### src/rtl/qsf_pkg.sv
package qsf_pkg;
  localparam int CFG_LEN_W  = 21;
  localparam int CFG_DATA_W = 32;

  typedef enum logic {
    ADDR_CTRL = 1'b0,
    ADDR_LEN  = 1'b1
  } cfg_addr_e;
endpackage

### src/rtl/qsf_cfg.sv
module qsf_cfg #(
  parameter int LEN_W  = qsf_pkg::CFG_LEN_W,
  parameter int DATA_W = qsf_pkg::CFG_DATA_W
) (
  input  logic              clk,
  input  logic              rst_n,
  input  logic              run_en,
  input  logic              wr_en,
  input  logic              wr_addr,
  input  logic [DATA_W-1:0] wr_data,
  output logic              flt_en,
  output logic [LEN_W-1:0]  flt_len
);
  import qsf_pkg::*;

  logic wr_ok;
  logic wr_ctrl;
  logic wr_len;
  logic unused_wdata;

  assign wr_ok        = wr_en && !run_en;
  assign wr_ctrl      = wr_ok && (cfg_addr_e'(wr_addr) == ADDR_CTRL);
  assign wr_len       = wr_ok && (cfg_addr_e'(wr_addr) == ADDR_LEN);
  assign unused_wdata = ^wr_data;

  always_ff @(posedge clk) begin
    if (!rst_n) begin
      flt_en  <= 1'b0;
      flt_len <= '0;
    end else begin
      if (wr_ctrl) flt_en  <= wr_data[0];
      if (wr_len)  flt_len <= wr_data[LEN_W-1:0];
    end
  end

  assert_cfg_locked_R7: assert property (@(posedge clk) disable iff (!rst_n)
    run_en |=> ($stable(flt_en) && $stable(flt_len)));

  assert_len_truncated_R6: assert property (@(posedge clk) disable iff (!rst_n)
    (wr_en && !run_en && wr_addr) |=> (flt_len == $past(wr_data[LEN_W-1:0])));

  assert_ctrl_bit0_R10: assert property (@(posedge clk) disable iff (!rst_n)
    (wr_en && !run_en && !wr_addr) |=> (flt_en == $past(wr_data[0])));
endmodule

### src/rtl/qsf_sync.sv
module qsf_sync #(
  parameter int STAGES = 2
) (
  input  logic clk,
  input  logic rst_n,
  input  logic d_i,
  output logic q_o
);
  logic [STAGES-1:0] chain;

  always_ff @(posedge clk) begin
    if (!rst_n) chain <= '0;
    else        chain <= {chain[STAGES-2:0], d_i};
  end

  assign q_o = chain[STAGES-1];
endmodule

### src/rtl/qsf_chan.sv
module qsf_chan #(
  parameter int LEN_W = qsf_pkg::CFG_LEN_W
) (
  input  logic             clk,
  input  logic             rst_n,
  input  logic             sync_i,
  input  logic             flt_en,
  input  logic [LEN_W-1:0] flt_len,
  output logic             filt_o,
  output logic             accept_o
);
  localparam int CNT_W = LEN_W + 1;

  function automatic logic [CNT_W-1:0] window_of(input logic [LEN_W-1:0] len);
    return {1'b0, len} + CNT_W'(2);
  endfunction

  logic [CNT_W-1:0] cnt_q;
  logic [CNT_W-1:0] cnt_inc;
  logic [CNT_W-1:0] win;
  logic             filt_q;
  logic             differ;
  logic             hit;

  assign win      = window_of(flt_len);
  assign cnt_inc  = cnt_q + CNT_W'(1);
  assign differ   = (sync_i != filt_q);
  assign hit      = differ && (cnt_inc >= win);
  assign accept_o = flt_en && hit;
  assign filt_o   = filt_q;

  always_ff @(posedge clk) begin
    if (!rst_n) begin
      filt_q <= 1'b0;
      cnt_q  <= '0;
    end else if (!flt_en) begin
      filt_q <= sync_i;
      cnt_q  <= '0;
    end else if (!differ) begin
      cnt_q  <= '0;
    end else if (hit) begin
      filt_q <= sync_i;
      cnt_q  <= '0;
    end else begin
      cnt_q  <= cnt_inc;
    end
  end

  assert_reset_clear_R1: assert property (@(posedge clk) disable iff (!rst_n)
    $rose(rst_n) |-> (filt_q == 1'b0 && cnt_q == '0));

  assert_bypass_track_R2: assert property (@(posedge clk) disable iff (!rst_n)
    !flt_en |=> (filt_q == $past(sync_i)));

  assert_accept_copies_R3: assert property (@(posedge clk) disable iff (!rst_n)
    accept_o |=> (filt_q == $past(sync_i) && cnt_q == '0));

  assert_cnt_bound_R3: assert property (@(posedge clk) disable iff (!rst_n)
    (flt_en && $stable(flt_len)) |-> (cnt_q < win));

  assert_hold_short_R4: assert property (@(posedge clk) disable iff (!rst_n)
    (flt_en && !accept_o) |=> $stable(filt_q));

  assert_restart_R5: assert property (@(posedge clk) disable iff (!rst_n)
    (flt_en && !differ) |=> (cnt_q == '0));
endmodule

### src/rtl/qsf_spike_filter.sv
module qsf_spike_filter #(
  parameter int LEN_W       = qsf_pkg::CFG_LEN_W,
  parameter int DATA_W      = qsf_pkg::CFG_DATA_W,
  parameter int SYNC_STAGES = 2
) (
  input  logic              clk,
  input  logic              rst_n,
  input  logic              run_en,
  input  logic              cfg_wr_en,
  input  logic              cfg_addr,
  input  logic [DATA_W-1:0] cfg_wdata,
  input  logic              pha_in,
  input  logic              phb_in,
  input  logic              idx_in,
  output logic              pha_out,
  output logic              phb_out,
  output logic              idx_out
);
  localparam int N_CH = 3;

  logic             flt_en;
  logic [LEN_W-1:0] flt_len;
  logic [N_CH-1:0]  pin_raw;
  logic [N_CH-1:0]  pin_sync;
  logic [N_CH-1:0]  pin_filt;
  logic [N_CH-1:0]  pin_accept;
  logic [N_CH-1:0]  pin_out;

  assign pin_raw = {idx_in, phb_in, pha_in};

  qsf_cfg #(.LEN_W(LEN_W), .DATA_W(DATA_W)) u_cfg (
    .clk     (clk),
    .rst_n   (rst_n),
    .run_en  (run_en),
    .wr_en   (cfg_wr_en),
    .wr_addr (cfg_addr),
    .wr_data (cfg_wdata),
    .flt_en  (flt_en),
    .flt_len (flt_len)
  );

  for (genvar ch = 0; ch < N_CH; ch++) begin : g_ch
    qsf_sync #(.STAGES(SYNC_STAGES)) u_sync (
      .clk   (clk),
      .rst_n (rst_n),
      .d_i   (pin_raw[ch]),
      .q_o   (pin_sync[ch])
    );

    qsf_chan #(.LEN_W(LEN_W)) u_chan (
      .clk      (clk),
      .rst_n    (rst_n),
      .sync_i   (pin_sync[ch]),
      .flt_en   (flt_en),
      .flt_len  (flt_len),
      .filt_o   (pin_filt[ch]),
      .accept_o (pin_accept[ch])
    );
  end

  assign pin_out = flt_en ? pin_filt : pin_sync;
  assign pha_out = pin_out[0];
  assign phb_out = pin_out[1];
  assign idx_out = pin_out[2];

  assert_accept_needs_change_R8: assert property (@(posedge clk) disable iff (!rst_n)
    ((pin_accept & ~(pin_sync ^ pin_filt)) == '0));

  assert_out_stable_filtered_R4: assert property (@(posedge clk) disable iff (!rst_n)
    (flt_en && pin_accept == '0) |=> (flt_en ? $stable(pin_filt) : 1'b1));
endmodule

### config.mk
export PLATFORM = sky130hd
export DESIGN_NAME = qsf_spike_filter
export DESIGN_NICKNAME = d
export VERILOG_FILES = /design/src/rtl/qsf_pkg.sv /design/src/rtl/qsf_cfg.sv /design/src/rtl/qsf_sync.sv /design/src/rtl/qsf_chan.sv /design/src/rtl/qsf_spike_filter.sv
export SDC_FILE = /design/constraint.sdc
export NUM_CORES = 1
export LEC_CHECK = 0
export BUFFER_PORTS_ARGS = -buffer_cell sky130_fd_sc_hd__buf_2
export CAP_MARGIN = 25
export CORE_AREA = 8 8 105 107
export CTS_BUF_LIST = sky130_fd_sc_hd__clkbuf_4 sky130_fd_sc_hd__clkbuf_8 sky130_fd_sc_hd__clkbuf_16
export CTS_CLUSTER_DIAMETER = 120
export DETAILED_ROUTE_END_ITERATION = 10
export DIE_AREA = 0 0 113 115
export PLACE_DENSITY = 0.85
export SETUP_SLACK_MARGIN = 0.4
export SYNTH_ARGS = -nofsm -noshare
export SYNTH_HDL_FRONTEND = slang
export SYNTH_SLANG_ARGS = --single-unit
### constraint.sdc
create_clock -name clk -period 5.6 [get_ports clk]
set_input_delay 1.4 -clock clk [delete_from_list [all_inputs] [get_ports clk]]
set_output_delay 1.4 -clock clk [all_outputs]
set_load 0.01 [all_outputs]
==> flow_summary.rst <==
.. list-table::
   :header-rows: 1

   * - Metric
     - Value
   * - Number of rows created at floorplan
     - 36
   * - Count of distinct cell types in the synthesized netlist
     - 52
   * - Average wire per cell in the routed design
     - 16.0 um
   * - Worst Setup Start Kind
     - flip-flop
   * - Power after layout
     - 1.22 mW
   * - Wire length after detailed routing
     - 12900 um
   * - Kind of capture point of the worst setup path
     - flip-flop
   * - Pin count of the biggest net entering global routing
     - 38
   * - TNS Setup
     - 0 ps
   * - F_max
     - 0.228 GHz
   * - H-tree Lvls
     - 3
   * - Initial antenna violation count
     - 0
   * - Buffer depth of the longest clock path
     - 2
   * - Number of nets with antenna violations after detailed routing
     - 0
   * - Max Clock Skew
     - 16.7 ps
   * - Number of max-cap violations
     - 0
   * - Skew-Pair Late Insertion Delay
     - 360 ps
   * - Wl on met1
     - 5650 um
   * - Global-route usage over all layers
     - 20.6%
   * - Die Span X
     - 113 um
   * - Type of the tightest min-delay check
     - reg -> reg
   * - Vias per cell
     - 5.94
   * - Setup repair after global routing missed its margin
     - false
   * - Worst slack on hold paths
     - 450 ps
   * - Number of enable flip-flop cells after synthesis
     - 0
   * - Input/output buffers
     - 31
   * - Leakage power summed over all cells
     - 2.46 nW
   * - CTS Buf Count
     - 9
   * - Crit Path Max Fanout
     - 22
   * - Sequential fraction of the synthesis area
     - 33.6%
   * - Number of ports placed on the die boundary
     - 43
   * - Number of endpoints with negative hold slack in the final report
     - 0
   * - Detail Route met2 WL
     - 6450 um
   * - Yosys Warn Count
     - 0
   * - Mapped cell area
     - 5780 um^2
   * - Post-layout minimum cycle time
     - 4380 ps
   * - Via count
     - 4804
   * - Pin slew with the least headroom to its limit
     - 926 ps
   * - Layout area overhead
     - 7.19%
   * - Final core area utilization
     - 65.5%
   * - Buffer count from post-CTS setup fixing
     - 0
   * - Wire length of the first global-routing pass
     - 21800 um
   * - Number of filler cells placed in the layout
     - 807
   * - Data arrival, critical path
     - 4670 ps
   * - First drt pass iteration count
     - 5
   * - Layout cell share with drive strength beyond 1
     - 8.20%
   * - Die height
     - 115 um
   * - Number of storage elements in the synthesis netlist
     - 97
   * - DRC violations left
     - 0
   * - Predominant post-synthesis flop cell
     - dfxtp_1
   * - Clk sink count
     - 97
   * - DRC violation total after the first TritonRoute iteration
     - 293
   * - Die footprint
     - 13000 um^2
   * - Period utilisation layout
     - 78.3%
   * - Vias in the first global route
     - 4825
   * - Placeable core region
     - 9460 um^2
   * - Power density over the cells
     - 196 nW/um^2
   * - Fraction of registers with async set/reset
     - 0%
   * - Antenna diode instance count
     - 0
   * - Clock root cell
     - clkbuf_8
   * - Mapped Nets
     - 763
   * - Class of the most critical setup path
     - reg -> reg
   * - Count of final max-slew check failures
     - 0
   * - TritonCTS clock tree
     - done
   * - Slew headroom
     - 38.1%
   * - Initial Util
     - 61.1%
   * - Total overflow reported by the global router
     - 0
   * - Outcome
     - finished, final reports clean
   * - Critical path data required time
     - 5880 ps
   * - Global placement routability congestion
     - 0.916
   * - Number of nets in the layout
     - 789
   * - Final setup viols
     - 0
   * - Clock-pin slew of the registers on the worst-case setup and hold paths
     - 90 ps
   * - Count of hold buffers inserted by post-cts repair
     - 0
   * - Mean Syn Cell Area
     - 8.69 um^2
   * - Routed length on met3
     - 503 um
   * - Largest voltage drop on the vdd net
     - 0.112 mV
   * - Gate count of the mapped netlist
     - 665
   * - CTS-repair resized insts
     - 0
   * - Post-DP HPWL
     - 9970 um
   * - Uppermost layer routed
     - met4
[kinds of logic (layout without fill, tap and decap cells)]
group | count (synthesis) | in the layout | synth area share [%]
fa+ha+maj | 60 | 60 | 12.9
xor+xnor | 83 | 83 | 12.7
buf+inv | 32 | 62 | 2.21
flops | 97 | 97 | 33.6
simple gates | 301 | 301 | 27.0
mux | 6 | 6 | 1.10
compound gates | 86 | 86 | 10.5
[critical path: stages, from the launching register on]
cell	delay, ps
dfxtp_1	580
ha_1	300
and3_1	250
nor3b_1	560
nand3_1	170
xor2_1	390
ha_1	340
a21o_1	200
a21o_1	150
a311oi_1	300
nor3_1	120
a2111o_1	740
nor2b_1	210
[placed cells by master, fill, tap and decap left out, drive strengths merged, types with 13 or more instances in the layout]
cell,instances
dfxtp,97
nand2,83
ha,58
nor2b,54
xnor2,45
nand3,43
nor2,42
xor2,38
buf,31
a21boi,22
nand4,21
a21oi,20
inv,16
and3,15
clkbuf,13
[layer usage]
layer	vias up	GRT usage [%]
li1	2382	-
met1	2286	22.8
met2	112	37.3
met3	24	4.36
met4	0	8.61
met5	-	0
[final cells by class]
cell class                      instances  area (um^2)  area share, %
Clock buffer                           13          173           2.79
Clock inverter                          2         12.5          0.202
Inverter                               16         60.1          0.970
Multi-Input combinational cell        536         3710           59.9
Sequential cell                        97         1940           31.3
Tap cell                              114          143           2.30
Timing Repair Buffer                   31          155           2.50
[synthesized netlist by cell type (4+ instances only)]
| cell type | number | area (um^2) |
|---|---|---|
| xor2_1 | 38 | 333 |
| ha_1 | 58 | 726 |
| dfxtp_1 | 97 | 1940 |
| o21ai_0 | 9 | 45.0 |
| nand4_1 | 20 | 125 |
| a21oi_1 | 20 | 100 |
| and2_1 | 6 | 37.5 |
| a31oi_1 | 4 | 25.0 |
| clkbuf_1 | 14 | 52.6 |
| nor2_1 | 42 | 158 |
| and4_1 | 9 | 78.8 |
| xnor2_1 | 44 | 385 |
| nand2_1 | 83 | 312 |
| nor3b_1 | 4 | 30.0 |
| nor3_1 | 7 | 35.0 |
| a21boi_0 | 22 | 165 |
| inv_1 | 16 | 60.1 |
| nor2b_1 | 54 | 338 |
| o21a_1 | 4 | 30.0 |
| and3_1 | 15 | 93.8 |
| nor4_1 | 8 | 50.1 |
| nand3_1 | 43 | 215 |
[path summary, 6_finish.rpt]
check	end	slack, ps	depth (start not counted)	start
min reg2reg	g_ch[2].u_sync.chain[1]$_SDFF_PN0_	450	1	g_ch[2].u_sync.chain[0]$_SDFF_PN0_
min	g_ch[2].u_sync.chain[1]$_SDFF_PN0_	450	1	g_ch[2].u_sync.chain[0]$_SDFF_PN0_
max reg2reg	g_ch[2].u_chan.cnt_q[19]$_SDFF_PP0_	1220	12	u_cfg.flt_len[1]$_SDFFE_PN0P_
max	g_ch[2].u_chan.cnt_q[19]$_SDFF_PP0_	1220	12	u_cfg.flt_len[1]$_SDFFE_PN0P_
[power by group]
part           switching [mW]  internal, mW  total, mW  leakage [nW]
combinational          0.0375        0.0322     0.0698          1.58
sequential            0.00956         0.697      0.707         0.784
clock                   0.239         0.200      0.439        0.0949
[registers in the layout (all words and copies together) (netlist names)]
register / flops
u_cfg.flt_len: 21
g_ch.u_chan.cnt_q: 66
g_ch.u_chan.filt_o: 3
u_cfg.flt_en: 1
g_ch.u_sync.chain: 6
[per-stage QoR]
stage          worst slack (ps)  cell area [um^2]  instances
2_1_floorplan              2210              5780        665
3_3_place_gp               1430              6010        794
3_5_place_dp               1320              6010        794
4_1_cts                    1270              6190        809
5_1_grt                    1010              6190        809
6_report                   1220              6190        809
Power figures use the tool's default switching activity.
